==> src/rtl/i2c_tgt_pkg.sv <==
package i2c_tgt_pkg;

    localparam int PTR_W   = 8;
    localparam int BYTE_W  = 8;
    localparam int NUM_CFG = 3;

    typedef logic [PTR_W-1:0]  ptr_t;
    typedef logic [BYTE_W-1:0] byte_t;

    localparam ptr_t SAMPLE_FIRST = 8'd3;
    localparam ptr_t SAMPLE_LAST  = 8'd8;
    localparam ptr_t EXT_LAST     = 8'd9;
    localparam ptr_t ID_FIRST     = 8'd10;
    localparam ptr_t ID_LAST      = 8'd12;

    typedef enum logic [2:0] {
        LS_IDLE, LS_ADDR, LS_ADDR_ACK, LS_WR, LS_WR_ACK, LS_RD, LS_RD_ACK
    } link_state_e;

    typedef struct packed {
        logic  ptr_load;
        logic  wr;
        logic  rd_adv;
        logic  fetch;
        byte_t data;
    } bank_req_t;

    function automatic byte_t cfg_reset_val(input int idx);
        case (idx)
            0:       return 8'h10;
            1:       return 8'h20;
            default: return 8'h01;
        endcase
    endfunction

    function automatic byte_t cfg_mask_val(input int idx);
        case (idx)
            0:       return 8'h7F;
            1:       return 8'hE0;
            default: return 8'h03;
        endcase
    endfunction

    function automatic byte_t id_val(input ptr_t p);
        if (p == ID_FIRST)         return 8'h48;
        else if (p == ID_FIRST + 8'd1) return 8'h34;
        else                       return 8'h33;
    endfunction

    function automatic ptr_t ptr_next(input ptr_t p);
        return (p == SAMPLE_LAST) ? SAMPLE_FIRST : ptr_t'(p + 8'd1);
    endfunction

endpackage

==> src/rtl/line_filter.sv <==
module line_filter #(
    parameter int   SYNC_STAGES = 2,
    parameter logic IDLE_VAL    = 1'b1
) (
    input  logic clk,
    input  logic rst,
    input  logic din,
    output logic dout
);
    localparam int LAST = SYNC_STAGES;

    logic [LAST:0] pipe;

    always_ff @(posedge clk) begin
        if (rst) begin
            pipe <= {(LAST+1){IDLE_VAL}};
            dout <= IDLE_VAL;
        end else begin
            pipe <= {pipe[LAST-1:0], din};
            if (pipe[LAST] == pipe[LAST-1])
                dout <= pipe[LAST];
        end
    end

endmodule

==> src/rtl/i2c_link_engine.sv <==
module i2c_link_engine
    import i2c_tgt_pkg::*;
#(
    parameter logic [6:0] TARGET_ADDR = 7'h1E
) (
    input  logic      clk,
    input  logic      rst,
    input  logic      scl,
    input  logic      sda,
    input  byte_t     rd_data,
    output bank_req_t req,
    output logic      sda_oe
);
    localparam logic [3:0] BITS_PER_BYTE = 4'd8;

    link_state_e state;
    logic        scl_q, sda_q;
    logic [3:0]  cnt;
    byte_t       sh, tx, dbyte;
    logic        rw, first, nack;
    logic        ptr_ld_q, wr_q, rd_adv_q;

    logic ev_start, ev_stop, ev_rise, ev_fall, fetch;

    assign ev_start = scl && scl_q && sda_q && !sda;
    assign ev_stop  = scl && scl_q && !sda_q && sda;
    assign ev_rise  = scl && !scl_q;
    assign ev_fall  = !scl && scl_q;
    assign fetch    = ev_fall && !ev_start && !ev_stop &&
                      ((state == LS_ADDR_ACK && rw) || (state == LS_RD_ACK && !nack));

    always_comb begin
        req.ptr_load = ptr_ld_q;
        req.wr       = wr_q;
        req.rd_adv   = rd_adv_q;
        req.fetch    = fetch;
        req.data     = dbyte;
    end

    always_ff @(posedge clk) begin
        if (rst) begin
            state    <= LS_IDLE;
            scl_q    <= 1'b1;
            sda_q    <= 1'b1;
            cnt      <= '0;
            sh       <= '0;
            tx       <= '0;
            dbyte    <= '0;
            rw       <= 1'b0;
            first    <= 1'b0;
            nack     <= 1'b0;
            sda_oe   <= 1'b0;
            ptr_ld_q <= 1'b0;
            wr_q     <= 1'b0;
            rd_adv_q <= 1'b0;
        end else begin
            scl_q    <= scl;
            sda_q    <= sda;
            ptr_ld_q <= 1'b0;
            wr_q     <= 1'b0;
            rd_adv_q <= 1'b0;
            if (ev_start) begin
                state  <= LS_ADDR;
                cnt    <= '0;
                sda_oe <= 1'b0;
            end else if (ev_stop) begin
                state  <= LS_IDLE;
                sda_oe <= 1'b0;
            end else begin
                case (state)
                    LS_ADDR: begin
                        if (ev_rise) begin
                            sh  <= {sh[6:0], sda};
                            cnt <= cnt + 4'd1;
                        end else if (ev_fall && cnt == BITS_PER_BYTE) begin
                            if (sh[7:1] == TARGET_ADDR) begin
                                sda_oe <= 1'b1;
                                rw     <= sh[0];
                                state  <= LS_ADDR_ACK;
                            end else begin
                                state  <= LS_IDLE;
                            end
                        end
                    end
                    LS_ADDR_ACK: begin
                        if (ev_fall) begin
                            cnt <= '0;
                            if (rw) begin
                                tx     <= rd_data;
                                sda_oe <= ~rd_data[7];
                                state  <= LS_RD;
                            end else begin
                                sda_oe <= 1'b0;
                                first  <= 1'b1;
                                state  <= LS_WR;
                            end
                        end
                    end
                    LS_WR: begin
                        if (ev_rise) begin
                            sh  <= {sh[6:0], sda};
                            cnt <= cnt + 4'd1;
                        end else if (ev_fall && cnt == BITS_PER_BYTE) begin
                            sda_oe <= 1'b1;
                            dbyte  <= sh;
                            state  <= LS_WR_ACK;
                            if (first) ptr_ld_q <= 1'b1;
                            else       wr_q     <= 1'b1;
                        end
                    end
                    LS_WR_ACK: begin
                        if (ev_fall) begin
                            sda_oe <= 1'b0;
                            cnt    <= '0;
                            first  <= 1'b0;
                            state  <= LS_WR;
                        end
                    end
                    LS_RD: begin
                        if (ev_rise) begin
                            cnt <= cnt + 4'd1;
                        end else if (ev_fall) begin
                            if (cnt == BITS_PER_BYTE) begin
                                sda_oe <= 1'b0;
                                state  <= LS_RD_ACK;
                            end else begin
                                tx     <= {tx[6:0], 1'b0};
                                sda_oe <= ~tx[6];
                            end
                        end
                    end
                    LS_RD_ACK: begin
                        if (ev_rise) begin
                            nack     <= sda;
                            rd_adv_q <= 1'b1;
                        end else if (ev_fall) begin
                            if (!nack) begin
                                tx     <= rd_data;
                                sda_oe <= ~rd_data[7];
                                cnt    <= '0;
                                state  <= LS_RD;
                            end else begin
                                state  <= LS_IDLE;
                            end
                        end
                    end
                    default: state <= LS_IDLE;
                endcase
            end
        end
    end

    // nothing is driven while the link is idle or the host acknowledges
    assert_idle_released_R8: assert property (@(posedge clk) disable iff (rst)
        (state == LS_IDLE) |-> !sda_oe);
    assert_host_ack_released_R8: assert property (@(posedge clk) disable iff (rst)
        (state == LS_RD_ACK) |-> !sda_oe);
    // the target never moves SDA while SCL stays high (no false START/STOP)
    assert_oe_steady_scl_high_R9: assert property (@(posedge clk) disable iff (rst)
        (scl && scl_q) |-> $stable(sda_oe));
    // pointer load and register write never coincide
    assert_load_or_write_R2: assert property (@(posedge clk) disable iff (rst)
        !(ptr_ld_q && wr_q));

endmodule

==> src/rtl/reg_space.sv <==
module reg_space
    import i2c_tgt_pkg::*;
(
    input  logic                     clk,
    input  logic                     rst,
    input  bank_req_t                req,
    input  byte_t                    ext_rdata,
    output ptr_t                     ptr,
    output byte_t                    rd_data,
    output logic                     reg_rd,
    output logic                     reg_wr,
    output byte_t                    reg_wdata,
    output logic [NUM_CFG-1:0][7:0]  cfg_q
);
    logic in_cfg, in_ext, in_id;

    assign in_cfg = (ptr < ptr_t'(NUM_CFG));
    assign in_ext = (ptr >= SAMPLE_FIRST) && (ptr <= EXT_LAST);
    assign in_id  = (ptr >= ID_FIRST) && (ptr <= ID_LAST);

    always_ff @(posedge clk) begin
        if (rst) begin
            ptr <= '0;
            for (int i = 0; i < NUM_CFG; i++)
                cfg_q[i] <= cfg_reset_val(i);
        end else begin
            if (req.wr) begin
                for (int i = 0; i < NUM_CFG; i++)
                    if (ptr == ptr_t'(i))
                        cfg_q[i] <= req.data & cfg_mask_val(i);
            end
            if (req.ptr_load)
                ptr <= req.data;
            else if (req.wr || req.rd_adv)
                ptr <= ptr_next(ptr);
        end
    end

    always_comb begin
        rd_data = '0;
        for (int i = 0; i < NUM_CFG; i++)
            if (ptr == ptr_t'(i)) rd_data = cfg_q[i];
        if (in_ext) rd_data = ext_rdata;
        if (in_id)  rd_data = id_val(ptr);
    end

    assign reg_rd    = req.fetch && in_ext;
    assign reg_wr    = req.wr && in_cfg;
    assign reg_wdata = req.data & cfg_mask_val(int'(ptr[1:0]));

    // a read advance from the last sample location lands on the first
    assert_ptr_wrap_R5: assert property (@(posedge clk) disable iff (rst)
        (req.rd_adv && !req.ptr_load && ptr == SAMPLE_LAST) |=> (ptr == SAMPLE_FIRST));
    // undefined bits stay clear whatever was written
    assert_undefined_bits_clear_R3: assert property (@(posedge clk) disable iff (rst)
        (cfg_q[0][7] == 1'b0) && (cfg_q[1][4:0] == 5'd0) && (cfg_q[2][7:2] == 6'd0));

endmodule

==> src/rtl/i2c_reg_target.sv <==
module i2c_reg_target
    import i2c_tgt_pkg::*;
#(
    parameter logic [6:0] TARGET_ADDR = 7'h1E,
    parameter int         SYNC_STAGES = 2
) (
    input  logic       clk,
    input  logic       rst,
    input  logic       scl_i,
    input  logic       sda_i,
    output logic       sda_oe_o,
    output logic [7:0] reg_addr_o,
    output logic       reg_rd_o,
    output logic       reg_wr_o,
    output logic [7:0] reg_wdata_o,
    input  logic [7:0] reg_rdata_i,
    output logic [7:0] cfg_meas_o,
    output logic [7:0] cfg_gain_o,
    output logic [7:0] cfg_mode_o
);
    localparam int NUM_LINES = 2;

    logic [NUM_LINES-1:0] raw_lines, clean_lines;
    bank_req_t            req;
    byte_t                rd_data;
    ptr_t                 ptr;
    logic [NUM_CFG-1:0][7:0] cfg_q;

    assign raw_lines = {sda_i, scl_i};

    for (genvar g = 0; g < NUM_LINES; g++) begin : g_line
        line_filter #(.SYNC_STAGES(SYNC_STAGES), .IDLE_VAL(1'b1)) filt_i (
            .clk  (clk),
            .rst  (rst),
            .din  (raw_lines[g]),
            .dout (clean_lines[g])
        );
    end

    i2c_link_engine #(.TARGET_ADDR(TARGET_ADDR)) link_i (
        .clk     (clk),
        .rst     (rst),
        .scl     (clean_lines[0]),
        .sda     (clean_lines[1]),
        .rd_data (rd_data),
        .req     (req),
        .sda_oe  (sda_oe_o)
    );

    reg_space space_i (
        .clk       (clk),
        .rst       (rst),
        .req       (req),
        .ext_rdata (reg_rdata_i),
        .ptr       (ptr),
        .rd_data   (rd_data),
        .reg_rd    (reg_rd_o),
        .reg_wr    (reg_wr_o),
        .reg_wdata (reg_wdata_o),
        .cfg_q     (cfg_q)
    );

    assign reg_addr_o = ptr;
    assign cfg_meas_o = cfg_q[0];
    assign cfg_gain_o = cfg_q[1];
    assign cfg_mode_o = cfg_q[2];

    // write strobes only ever name a configuration location
    assert_wr_strobe_cfg_R4: assert property (@(posedge clk) disable iff (rst)
        reg_wr_o |-> (reg_addr_o < 8'd3));
    // fetch strobes only ever name an external location
    assert_rd_strobe_ext_R10: assert property (@(posedge clk) disable iff (rst)
        reg_rd_o |-> (reg_addr_o >= 8'd3 && reg_addr_o <= 8'd9));
    // strobes are single-cycle
    assert_rd_strobe_pulse_R10: assert property (@(posedge clk) disable iff (rst)
        reg_rd_o |=> !reg_rd_o);

endmodule

==> config.mk <==
export PLATFORM = sky130hd
export DESIGN_NAME = i2c_reg_target
export DESIGN_NICKNAME = d
export VERILOG_FILES = /design/src/rtl/i2c_tgt_pkg.sv /design/src/rtl/line_filter.sv /design/src/rtl/i2c_link_engine.sv /design/src/rtl/reg_space.sv /design/src/rtl/i2c_reg_target.sv
export SDC_FILE = /design/constraint.sdc
export NUM_CORES = 1
export LEC_CHECK = 0
export ABC_CLOCK_PERIOD_IN_PS = 2300
export BUFFER_PORTS_ARGS = -buffer_cell sky130_fd_sc_hd__buf_4
export CORE_UTILIZATION = 48
export CTS_BUF_LIST = sky130_fd_sc_hd__clkbuf_8
export DETAILED_ROUTE_END_ITERATION = 10
export PLACE_DENSITY = 0.83
export SLEW_MARGIN = 20
export SYNTH_ARGS = -nofsm -noshare
export SYNTH_HDL_FRONTEND = slang
export SYNTH_SLANG_ARGS = --single-unit
==> constraint.sdc <==
create_clock -name clk -period 2.3 [get_ports clk]
set_input_delay 0.23 -clock clk [delete_from_list [all_inputs] [get_ports clk]]
set_output_delay 0.23 -clock clk [all_outputs]
set_load 0.005 [all_outputs]
==> results.toml <==
[setup_path]
critPathKind = "flip-flop to primary output"
cp_cell_sequence = "nor4_4 > buf_4 > and3_2 > nor2b_1 > buf_4"
cp_slowest_stage_delay_ns = 0.40
crit_top_cell = "buf_4"
critPathCaptureType = "primary output"
crit_arrival_ns = 1.93
required_ns = 2.07
worstSetupStartpointType = "flip-flop"
critPathBufInv = 2
crit_fanout = 8
critPathSlowestCell = "dfxtp_1"
cp_top_family = "simple AND/OR/NAND/NOR gates"

[finish]
area_growth_pct = 18.1
fin_nets = 497
antennaDiodeCount = 0
fillers = 612
multi_input_area_sq_um = 1990
drive_above_1_share = 0.199
regArea_sq_um = 1340
stdcell_count = 579

[grt]
grt_pass1_vias = 3021
grt_overflow_total = 0
grt.total_usage = 0.252
grt_max_degree = 54
antenna_found_initial = 0
grt_pass1_wl_um = 14700

[power]
power.total_w = 0.00240
ir_drop_uv = 475
power.density_cell_area_nw_per_um2 = 576
leakage_nw = 1.67

[sta]
rsz0062_at_grt = "no"
setup_viol = 0
hold_viol = 0
fin_crit_sh = 0.941
tightestPinTransition_ns = 0.739
fmax_ghz = 0.462
slew_violations = 0
min_period_ns = 2.16
slew_headroom = 0.501
setup_ws_ns = 0.136
clock_skew_ns = 0.00678
whs_ns = 0.0627
finalSetupTns_ns = 0

[die]
die_w_um = 87.7
start_util = 0.508
die_y_um = 87.7
row_count = 30
coreArea_sq_um = 6940
pin_count = 55
fp.dieArea_sq_um = 7690

[clock_network]
cts_buffers = 9
h-tree-depth = 3
cts.sinks = 67
insertion_delay_ns = 0.35
clkTransAtPathRegs_ns = 0.08
clockBufferDepth = 2
cts_root_buf = "clkbuf_8"
cts_tree = "done"

[yosys]
seq_area_frac_synth = 0.380
yosys_most_used_dff = "dfxtp_1"
synthTopCellsByArea = "dfxtp_1, mux2i_1, a21oi_1"
synth_most_common_cell = "dfxtp_1"
synth.top_cell.area_share = 0.380
synthCells = 438
postSynthAreaPerCell_sq_um = 8.05
synth_edf_count = 0
yosys_warnings = 0
synth.distinct_cells = 60
synth_seq_cells = 67
async_flop_share = 0
synth.cell_area_sq_um = 3530
synth_common_cells = "dfxtp_1, nor2_1, nand2_1"
yosys.area.top_type = "dfxtp_1"

[placement]
dp.cells = 563
preCtsSetupSlack_ns = 0.193
io_buffers = 42
hpwlAfterDp_um = 6640
place_congestion = 0.933

[drt]
vias_per_cell = 5.81
routed_wl_um = 9050
drtIter0Drc = 285
drtAntennaViolNets = 0
via_count = 3366
drcViolationCount = 0
wl_per_cell_um = 15.6
drt-pass1-iter-count = 7

[worst_hold_path]
hold_path_class = "primary input to flip-flop"

[outcome]
status = "finished clean"

[run]
max_cap_viol_count = 0
## final timing paths
check                      startpoint                       end  slack [ns]  cells past startpoint
max                    space_i.ptr[5]                  reg_wr_o        0.14                      5
min                             scl_i  g_line[0].filt_i.pipe[0]        0.06                      2
max reg2reg            space_i.ptr[4]              link_i.tx[6]        0.17                      4
min reg2reg  g_line[1].filt_i.pipe[0]  g_line[1].filt_i.pipe[1]        0.41                      1
## flip-flops by register name, indices dropped and copies added (netlist names)
signal / flops
link_i.sda_q: 1
link_i.rw: 1
link_i.sh: 8
link_i.dbyte: 8
link_i.cnt: 4
g_line.filt_i.dout: 2
link_i.scl_q: 1
link_i.rd_adv_q: 1
link_i.state: 3
link_i.sda_oe: 1
space_i.ptr: 8
link_i.ptr_ld_q: 1
link_i.first: 1
link_i.nack: 1
g_line.filt_i.pipe: 6
link_i.wr_q: 1
space_i.cfg_q: 12
link_i.tx: 7
## metal layers
metal  wire, um  global-route usage
met1       3880               0.319
met2       4210               0.408
met3        630              0.0566
met4        320               0.115
met5          0                   0
## stage by stage
step | instance area [sq um] | util
2_1_floorplan | 3570 | -
3_3_place_gp | 3930 | 0.566
3_5_place_dp | 3930 | 0.566
4_1_cts | 4160 | 0.599
5_1_grt | 4170 | 0.600
6_report | 4170 | 0.600
## worst reg2reg max path, delay by kind of cell (launching register included)
| kind | cells | cell delay (ns) |
|---|---|---|
| compound gates | 2 | 0.40 |
| simple gates | 2 | 1.26 |
| flops | 1 | 0.42 |
## final cells by class
| type | instances | area share |
|---|---|---|
| Multi-Input combinational cell | 330 | 0.477 |
| Sequential cell | 67 | 0.322 |
| Timing Repair Buffer | 61 | 0.110 |
| Clock buffer | 10 | 0.0330 |
| Tap cell | 96 | 0.0288 |
| Clock inverter | 6 | 0.0210 |
| Inverter | 9 | 0.00811 |
## kinds of logic after synthesis
group                      Yosys count  synth area share
DFF                                 67             0.380
AOI/OAI and AO/OA                  106             0.199
buffers and inverters               52            0.0713
xor gates and xnor gates             5            0.0124
adders and majority gates            7            0.0248
other                                1           0.00106
muxes                               19            0.0543
and+or+nand+nor                    181             0.256
## repair_timing
action | CTS | global route
pin swaps | 0 | 1
endpoints found under the setup margin | 1 | 3
hold buffers | 0 | 0
setup buffers | 0 | 0
gates resized for setup | 1 | 3
## where the power goes
part | internal (W) | total (W) | switching, W
sequential | 0.00117 | 0.00117 | 0.00000763
clock | 0.000642 | 0.00112 | 0.000476
combinational | 0.0000463 | 0.000109 | 0.0000632
## cells in the final DEF (no fill, tap or decap), types with 6 or more instances in the layout
cell type / count
nor2b_1: 7
nand3_1: 27
o21ai_0: 18
nand2_1: 42
nor2_1: 45
nand2b_1: 9
conb_1: 12
a21oi_1: 34
clkbuf_8: 10
or2_2: 9
dfxtp_1: 67
buf_4: 61
ha_1: 6
a31oi_1: 7
nor3_1: 10
inv_1: 8
mux2i_1: 18
Note: power is estimated with default switching activity, not from simulation.
